===== config.mk =====
export PLATFORM = sky130hd
export DESIGN_NAME = i2c_mem_target
export DESIGN_NICKNAME = d
export VERILOG_FILES = /design/src/rtl/i2c_tgt_pkg.sv /design/src/rtl/i2c_tgt_sync.sv /design/src/rtl/i2c_tgt_ptr.sv /design/src/rtl/i2c_mem_target.sv
export SDC_FILE = /design/constraint.sdc
export NUM_CORES = 1
export LEC_CHECK = 0
export ABC_AREA = 1
export CELL_PAD_IN_SITES_DETAIL_PLACEMENT = 0
export CELL_PAD_IN_SITES_GLOBAL_PLACEMENT = 1
export CORE_ASPECT_RATIO = 1.2
export CORE_UTILIZATION = 25
export CTS_CLUSTER_SIZE = 14
export DETAILED_ROUTE_END_ITERATION = 6
export PLACE_DENSITY = 0.64
export SYNTH_ARGS = -nofsm -noshare
export SYNTH_HDL_FRONTEND = slang
export SYNTH_SLANG_ARGS = --single-unit

===== constraint.sdc =====
create_clock -name clk_i -period 2 [get_ports clk_i]
set_input_delay 0.4 -clock clk_i [delete_from_list [all_inputs] [get_ports clk_i]]
set_output_delay 0.4 -clock clk_i [all_outputs]
set_load 0.005 [all_outputs]

===== src/rtl/i2c_tgt_pkg.sv =====
package i2c_tgt_pkg;
  typedef enum logic [2:0] {ST_IDLE, ST_RX, ST_RX_ACK, ST_TX, ST_TX_ACK} tgt_st_e;
  typedef enum logic [1:0] {K_DEV, K_AHI, K_ALO, K_DATA} byte_kind_e;
endpackage


===== src/rtl/i2c_tgt_sync.sv =====
module i2c_tgt_sync (
  input  logic clk_i,
  input  logic rst_ni,
  input  logic scl_i,
  input  logic sda_i,
  output logic scl_o,
  output logic sda_o,
  output logic scl_rise_o,
  output logic scl_fall_o,
  output logic start_o,
  output logic stop_o
);
  logic [1:0] scl_ff, sda_ff;
  logic       scl_q, sda_q;

  always_ff @(posedge clk_i or negedge rst_ni) begin
    if (!rst_ni) begin
      scl_ff <= 2'b11;
      sda_ff <= 2'b11;
      scl_q  <= 1'b1;
      sda_q  <= 1'b1;
    end else begin
      scl_ff <= {scl_ff[0], scl_i};
      sda_ff <= {sda_ff[0], sda_i};
      scl_q  <= scl_ff[1];
      sda_q  <= sda_ff[1];
    end
  end

  assign scl_o      = scl_ff[1];
  assign sda_o      = sda_ff[1];
  assign scl_rise_o = scl_ff[1] & ~scl_q;
  assign scl_fall_o = ~scl_ff[1] & scl_q;
  // SDA edge with SCL high on both samples
  assign start_o    = scl_ff[1] & scl_q & sda_q & ~sda_ff[1];
  assign stop_o     = scl_ff[1] & scl_q & ~sda_q & sda_ff[1];
endmodule


===== src/rtl/i2c_tgt_ptr.sv =====
module i2c_tgt_ptr #(
  parameter int ADDR_W = 12,
  parameter int PAGE_W = 5
) (
  input  logic              clk_i,
  input  logic              rst_ni,
  input  logic              load_i,
  input  logic [ADDR_W-1:0] load_val_i,
  input  logic              inc_i,
  input  logic              in_page_i,
  output logic [ADDR_W-1:0] ptr_o
);
  logic [ADDR_W-1:0] q, nxt_pg;

  generate
    if (PAGE_W == 0) begin : g_nopage
      assign nxt_pg = q;
    end else begin : g_page
      assign nxt_pg = {q[ADDR_W-1:PAGE_W], PAGE_W'(q[PAGE_W-1:0] + 1'b1)};
    end
  endgenerate

  always_ff @(posedge clk_i or negedge rst_ni) begin
    if (!rst_ni)     q <= '0;
    else if (load_i) q <= load_val_i;
    else if (inc_i)  q <= in_page_i ? nxt_pg : q + 1'b1;
  end

  assign ptr_o = q;
endmodule


===== src/rtl/i2c_mem_target.sv =====
module i2c_mem_target
  import i2c_tgt_pkg::*;
#(
  parameter int         ADDR_W = 12,
  parameter int         PAGE_W = 5,
  parameter logic [3:0] DEV_ID = 4'b1010
) (
  input  logic              clk_i,
  input  logic              rst_ni,
  input  logic              scl_i,
  input  logic              sda_i,
  output logic              sda_oe_o,
  input  logic [2:0]        strap_i,
  input  logic              wp_i,
  input  logic              busy_i,
  output logic [ADDR_W-1:0] rd_addr_o,
  input  logic [7:0]        rd_data_i,
  output logic              wbuf_we_o,
  output logic              wbuf_first_o,
  output logic [ADDR_W-1:0] wbuf_addr_o,
  output logic [7:0]        wbuf_data_o,
  output logic              commit_o
);
  localparam int HI_W = ADDR_W - 8;

  logic scl_s, sda_s, scl_rise, scl_fall, start_det, stop_det;

  i2c_tgt_sync u_sync (
    .clk_i, .rst_ni, .scl_i, .sda_i,
    .scl_o(scl_s), .sda_o(sda_s), .scl_rise_o(scl_rise), .scl_fall_o(scl_fall),
    .start_o(start_det), .stop_o(stop_det)
  );

  tgt_st_e         st;
  byte_kind_e      kind;
  logic [2:0]      cnt;
  logic            full, ack_q, rw, wp_lat, pend, mack, oe_q;
  logic [7:0]      sh;
  logic [HI_W-1:0] ahi;
  logic            acc, byte_end, p_load, p_inc, p_in_page, dev_slot;
  logic [ADDR_W-1:0] ptr;

  assign byte_end = (st == ST_RX) && scl_fall && full;

  always_comb begin
    unique case (kind)
      K_DEV:   acc = (sh[7:4] == DEV_ID) && (sh[3:1] == strap_i) && !busy_i;
      K_DATA:  acc = !wp_lat;
      default: acc = 1'b1;
    endcase
  end

  assign p_load    = byte_end && (kind == K_ALO);
  assign p_in_page = byte_end && (kind == K_DATA);
  assign p_inc     = (p_in_page && !wp_lat) || ((st == ST_TX) && scl_fall && (cnt == 3'd7));
  assign dev_slot  = (st == ST_RX_ACK) && (kind == K_DEV);

  i2c_tgt_ptr #(.ADDR_W(ADDR_W), .PAGE_W(PAGE_W)) u_ptr (
    .clk_i, .rst_ni,
    .load_i(p_load), .load_val_i({ahi, sh}),
    .inc_i(p_inc), .in_page_i(p_in_page),
    .ptr_o(ptr)
  );

  always_ff @(posedge clk_i or negedge rst_ni) begin
    if (!rst_ni) begin
      st <= ST_IDLE; kind <= K_DEV; cnt <= '0; full <= 1'b0; ack_q <= 1'b0;
      rw <= 1'b0; wp_lat <= 1'b0; pend <= 1'b0; mack <= 1'b0; oe_q <= 1'b0;
      sh <= '0; ahi <= '0;
      wbuf_we_o <= 1'b0; wbuf_first_o <= 1'b0; wbuf_addr_o <= '0;
      wbuf_data_o <= '0; commit_o <= 1'b0;
    end else begin
      wbuf_we_o <= 1'b0;
      commit_o  <= 1'b0;
      if (stop_det) begin
        st <= ST_IDLE; oe_q <= 1'b0;
        commit_o <= pend;
        pend <= 1'b0;
      end else if (start_det) begin
        st <= ST_RX; kind <= K_DEV; cnt <= '0; full <= 1'b0;
        oe_q <= 1'b0; pend <= 1'b0;
      end else begin
        unique case (st)
          ST_RX: begin
            if (scl_rise) begin
              sh  <= {sh[6:0], sda_s};
              cnt <= cnt + 3'd1;
              if (cnt == 3'd7) full <= 1'b1;
            end else if (byte_end) begin
              full <= 1'b0; st <= ST_RX_ACK; ack_q <= acc; oe_q <= acc;
              unique case (kind)
                K_DEV:  rw  <= sh[0];
                K_AHI:  ahi <= sh[HI_W-1:0];
                K_DATA: if (acc) begin
                  wbuf_we_o    <= 1'b1;
                  wbuf_first_o <= !pend;
                  wbuf_addr_o  <= ptr;
                  wbuf_data_o  <= sh;
                  pend         <= 1'b1;
                end
                default: ;
              endcase
            end
          end
          ST_RX_ACK: if (scl_fall) begin
            cnt <= '0;
            if (!ack_q) begin
              st <= ST_IDLE; oe_q <= 1'b0;
            end else if (kind == K_DEV && rw) begin
              st <= ST_TX; sh <= rd_data_i; oe_q <= ~rd_data_i[7];
            end else begin
              st <= ST_RX; oe_q <= 1'b0;
              unique case (kind)
                K_DEV:   kind <= K_AHI;
                K_AHI:   kind <= K_ALO;
                K_ALO:   begin kind <= K_DATA; wp_lat <= wp_i; end
                default: kind <= K_DATA;
              endcase
            end
          end
          ST_TX: if (scl_fall) begin
            if (cnt == 3'd7) begin
              oe_q <= 1'b0; st <= ST_TX_ACK;
            end else begin
              cnt  <= cnt + 3'd1;
              oe_q <= ~sh[6];
              sh   <= {sh[6:0], 1'b0};
            end
          end
          ST_TX_ACK: begin
            if (scl_rise) mack <= ~sda_s;
            else if (scl_fall) begin
              cnt <= '0;
              if (mack) begin
                st <= ST_TX; sh <= rd_data_i; oe_q <= ~rd_data_i[7];
              end else st <= ST_IDLE;
            end
          end
          default: ;
        endcase
      end
    end
  end

  assign sda_oe_o  = oe_q;
  assign rd_addr_o = ptr;
endmodule


==> summary.txt <==
Critical path
  – Startpoint types: register
  – CP cell instances: nand2_1 > inv_1 > a21oi_1 > nor2_4 > nand4_4 > nand2_1 > nand2_1
  – Reg-to-reg endpoint: sh[1]
  – FF-to-FF path depth: 7
  – Most frequent cell on the critical path: nand2_1
  – Max stage delay on crit path: 0.55 ns
  – R2R Path Start: u_sync.scl_q
  – Slowest-stage cell, CP: dfstp_2
  – Setup Crit Path Kind: reg -> reg
  – CP bufs+invs: 1
  – Worst-path maximum fanout: 9
  – CP endpoint kind: register
  – CP delay by family, top: simple AND/OR/NAND/NOR gates
  – CP arrival: 1.98 ns
  – Worst path required time: 2.23 ns
  – FF-to-FF setup slack: 0.25 ns

Timing
  – Final period utilization: 87.4%
  – Setup violations, final: 0
  – Final hold viol count: 0
  – Max Fclk: 572 MHz
  – Rel. slew slack: 72.8%
  – Setup TNS: 0 ns
  – Period minus WS final: 1.75 ns
  – Worst Tran Pin Value: 0.407 ns
  – RSZ-0062 raised after global routing: no
  – Layout Skew: 0.00794 ns
  – Pins Over Slew Limit: 0
  – Post-route setup slack: 0.252 ns

Clock tree
  – Clk slew on worst S/H paths: 0.06 ns
  – Num CTS Buffers: 9
  – Post-cts resize count: 0
  – Sink Count: 68
  – CTS H-Tree Depth: 3
  – Clock latency on the worst-skew pair: 0.34 ns
  – Cell chosen for the clock root: clkbuf_16
  – Clock tree buffer depth: 2
  – Hold-fix buffers at CTS: 0
  – Post-CTS setup buffer count: 0
  – CTS tree: built

Placed design
  – RePlAce Congestion: 0.850
  – IO buf count: 52
  – Post-detail-place hpwl: 7160 µm
  – Dpl ws: 0.0248 ns
  – Post-Place Cells: 703
  – Post-place instance area: 4460 µm²

Floorplan
  – # IOs: 53
  – Row count: 48
  – DIE HEIGHT: 135 µm
  – Initial core utilization: 25.5%
  – Die area: 15100 µm²
  – Core Box Area: 14400 µm²
  – Die W: 112 µm

Logic synthesis
  – Post-Synth Adder-Cell Area: 2.39%
  – Top-count cell post-synth: nand2_1
  – EDFF count, synth: 0
  – Synth Warn #: 0
  – Flops & latches, synth: 68
  – Mux share of post-synthesis cell area: 0%
  – Cell Area, Synth: 3660 µm²
  – Part of the Yosys area used for sequential elements: 46.7%
  – Syn Area/Cell: 7.72 µm²
  – Top post-synthesis cells by count: nand2_1 (168), dfrtp_1 (62), inv_1 (50)
  – Post-synth net total: 498
  – Largest family of logic cells by synthesized area: simple AND/OR/NAND/NOR gates
  – Mapped Cells: 474
  – Synth Area in Compound Gates: 10.5%
  – Post-synthesis xor/xnor area fraction: 1.20%
  – Ys flop type: dfrtp_1
  – Simple-gate portion of the synthesized area: 31.5%
  – Yosys top cell by area: dfrtp_1
  – Synth top area cells: dfrtp_1 (42%), nand2_1 (17%), o21ai_0 (5.5%)
  – Async SR Flop Fraction: 100%
  – Distinct cells, synth: 34
  – Synth top area share: 42.4%

Final layout
  – Final non-filler cell total: 716
  – Fill count: 1531
  – Synth-to-Final Area Change: 28.4%
  – Ant. Diodes: 0
  – Layout cells sized above 1: 11.6%
  – Design area: 4700 µm²
  – Final nets: 563

Detailed routing
  – Vias post-DR: 3168
  – DRT iter0 DRCs: 170
  – WL final: 9330 µm
  – Avg WL per Cell: 13.0 µm
  – Number of remaining DRC errors: 0
  – Routed Antenna Nets: 0
  – Drt first pass iters: 4
  – Via density: 4.42

Pwr
  – Overall power: 4.62 mW
  – Power per cell area: 983 nW/µm²
  – Max VDD drop: 0.411 mV
  – LEAKAGE: 2.24 nW

Min path
  – Type of the worst min-delay path: in -> async

Status
  – Outcome: finished clean

GRT
  – First-pass GRT wire length: 16200 µm
  – Initial antenna violation count: 0
  – GRT Overall Usage: 13.8%
  – Vias in the first global route: 3240
  – GRT overflow: 0
  – Largest net degree at the start of global routing: 69

Job
  – Max Cap Viol: 0
==> sequential cells by signal, summed over array words and instances (netlist names), 2 cells and up <==
signal	flops
kind	2
cnt	3
wbuf_addr_o	12
sh	8
u_sync.scl_ff	2
u_sync.sda_ff	2
u_ptr.ptr_o	12
st	3
wbuf_data_o	8
ahi	4
==> power by group <==
| part | internal [mW] | leakage (nW) | switching [mW] | total (mW) |
|---|---|---|---|---|
| clock | 0.812 | 0.120 | 0.565 | 1.38 |
| sequential | 1.55 | 0.902 | 0.159 | 1.71 |
| combinational | 0.549 | 1.22 | 0.992 | 1.54 |
| total | 2.91 | 2.24 | 1.72 | 4.62 |
==> worst reg2reg max path, stage by stage (launching register included) <==
cell	delay, ns
dfstp_2	0.55
nand2_1	0.14
inv_1	0.21
a21oi_1	0.14
nor2_4	0.25
nand4_4	0.20
nand2_1	0.10
nand2_1	0.05
==> per-layer routing <==
layer	up-vias	part of all wire (%)	track usage (%)
li1	1633	-	-
met4	0	1.5	4.37
met2	60	51	25.4
met1	1466	44	15.3
met3	9	3.6	4.08
met5	-	0	0
==> how the worst max path moves through the flow <==
stage | end | from | cells past startpoint | slack, ns
after detailed placement | wbuf_addr_o[6] | strap_i[2] | 11 | 0.02
after global routing | wbuf_data_o[0] | kind[0] | 9 | 0.03
after floorplan | u_ptr.ptr_o[10] | u_sync.scl_q | 10 | 0.45
after global placement | wbuf_data_o[0] | strap_i[2] | 11 | 0.04
final | sh[1] | u_sync.scl_q | 7 | 0.25
after CTS | u_ptr.ptr_o[4] | u_sync.scl_ff[1] | 11 | 0.24
==> cell families after synthesis <==
logic type	Yosys count
fa+ha+maj	7
xor+xnor	5
flops	68
compound gates	70
simple gates	256
buf+inv	68
==> stage by stage <==
| stage | util [%] | hold WS, ns |
|---|---|---|
| 6_report | 32.8 | 0.0861 |
| 2_1_floorplan | - | 0.104 |
| 4_1_cts | 32.8 | 0.0957 |
| 3_5_place_dp | 31.0 | 0.348 |
| 3_3_place_gp | 31.0 | 0.346 |
| 5_1_grt | 32.8 | 0.103 |
==> placed cells by master, fill, tap and decap left out <==
master and instances:
dfrtp_1 62, inv_2 9, nand2_4 4, buf_4 8
clkbuf_1 1, clkbuf_16 9, nand4_1 12, o21ai_2 1
buf_2 1, a21oi_2 2, nand4_4 1, o22ai_1 2
nor2_2 3, a211oi_1 1, a21oi_4 1, clkdlybuf4s50_1 51
buf_12 3, nand3_1 19, nand3_2 1, nand2_1 168
clkinvlp_4 1, nand3b_2 1, o21ai_1 14, ha_1 7
a21oi_1 4, clkinv_2 2, a31oi_1 4, o21ai_0 40
xnor2_1 1, o31ai_1 1, nor2_1 34, nor3_1 3
xor2_1 4, inv_1 50, nor2_4 5, and2_4 1
nand2_2 3, dfstp_2 6, nor2_8 1
==> cell type report <==
class / count / area (µm²) / share of cell area, %
Clock buffer: 10 / 229 / 4.87
Timing Repair Buffer: 63 / 636 / 13.5
Sequential cell: 68 / 1710 / 36.3
Inverter: 59 / 221 / 4.71
Tap cell: 175 / 219 / 4.66
Multi-Input combinational cell: 338 / 1670 / 35.5
Clock inverter: 3 / 17.5 / 0.373
Power figures use the tool's default switching activity.
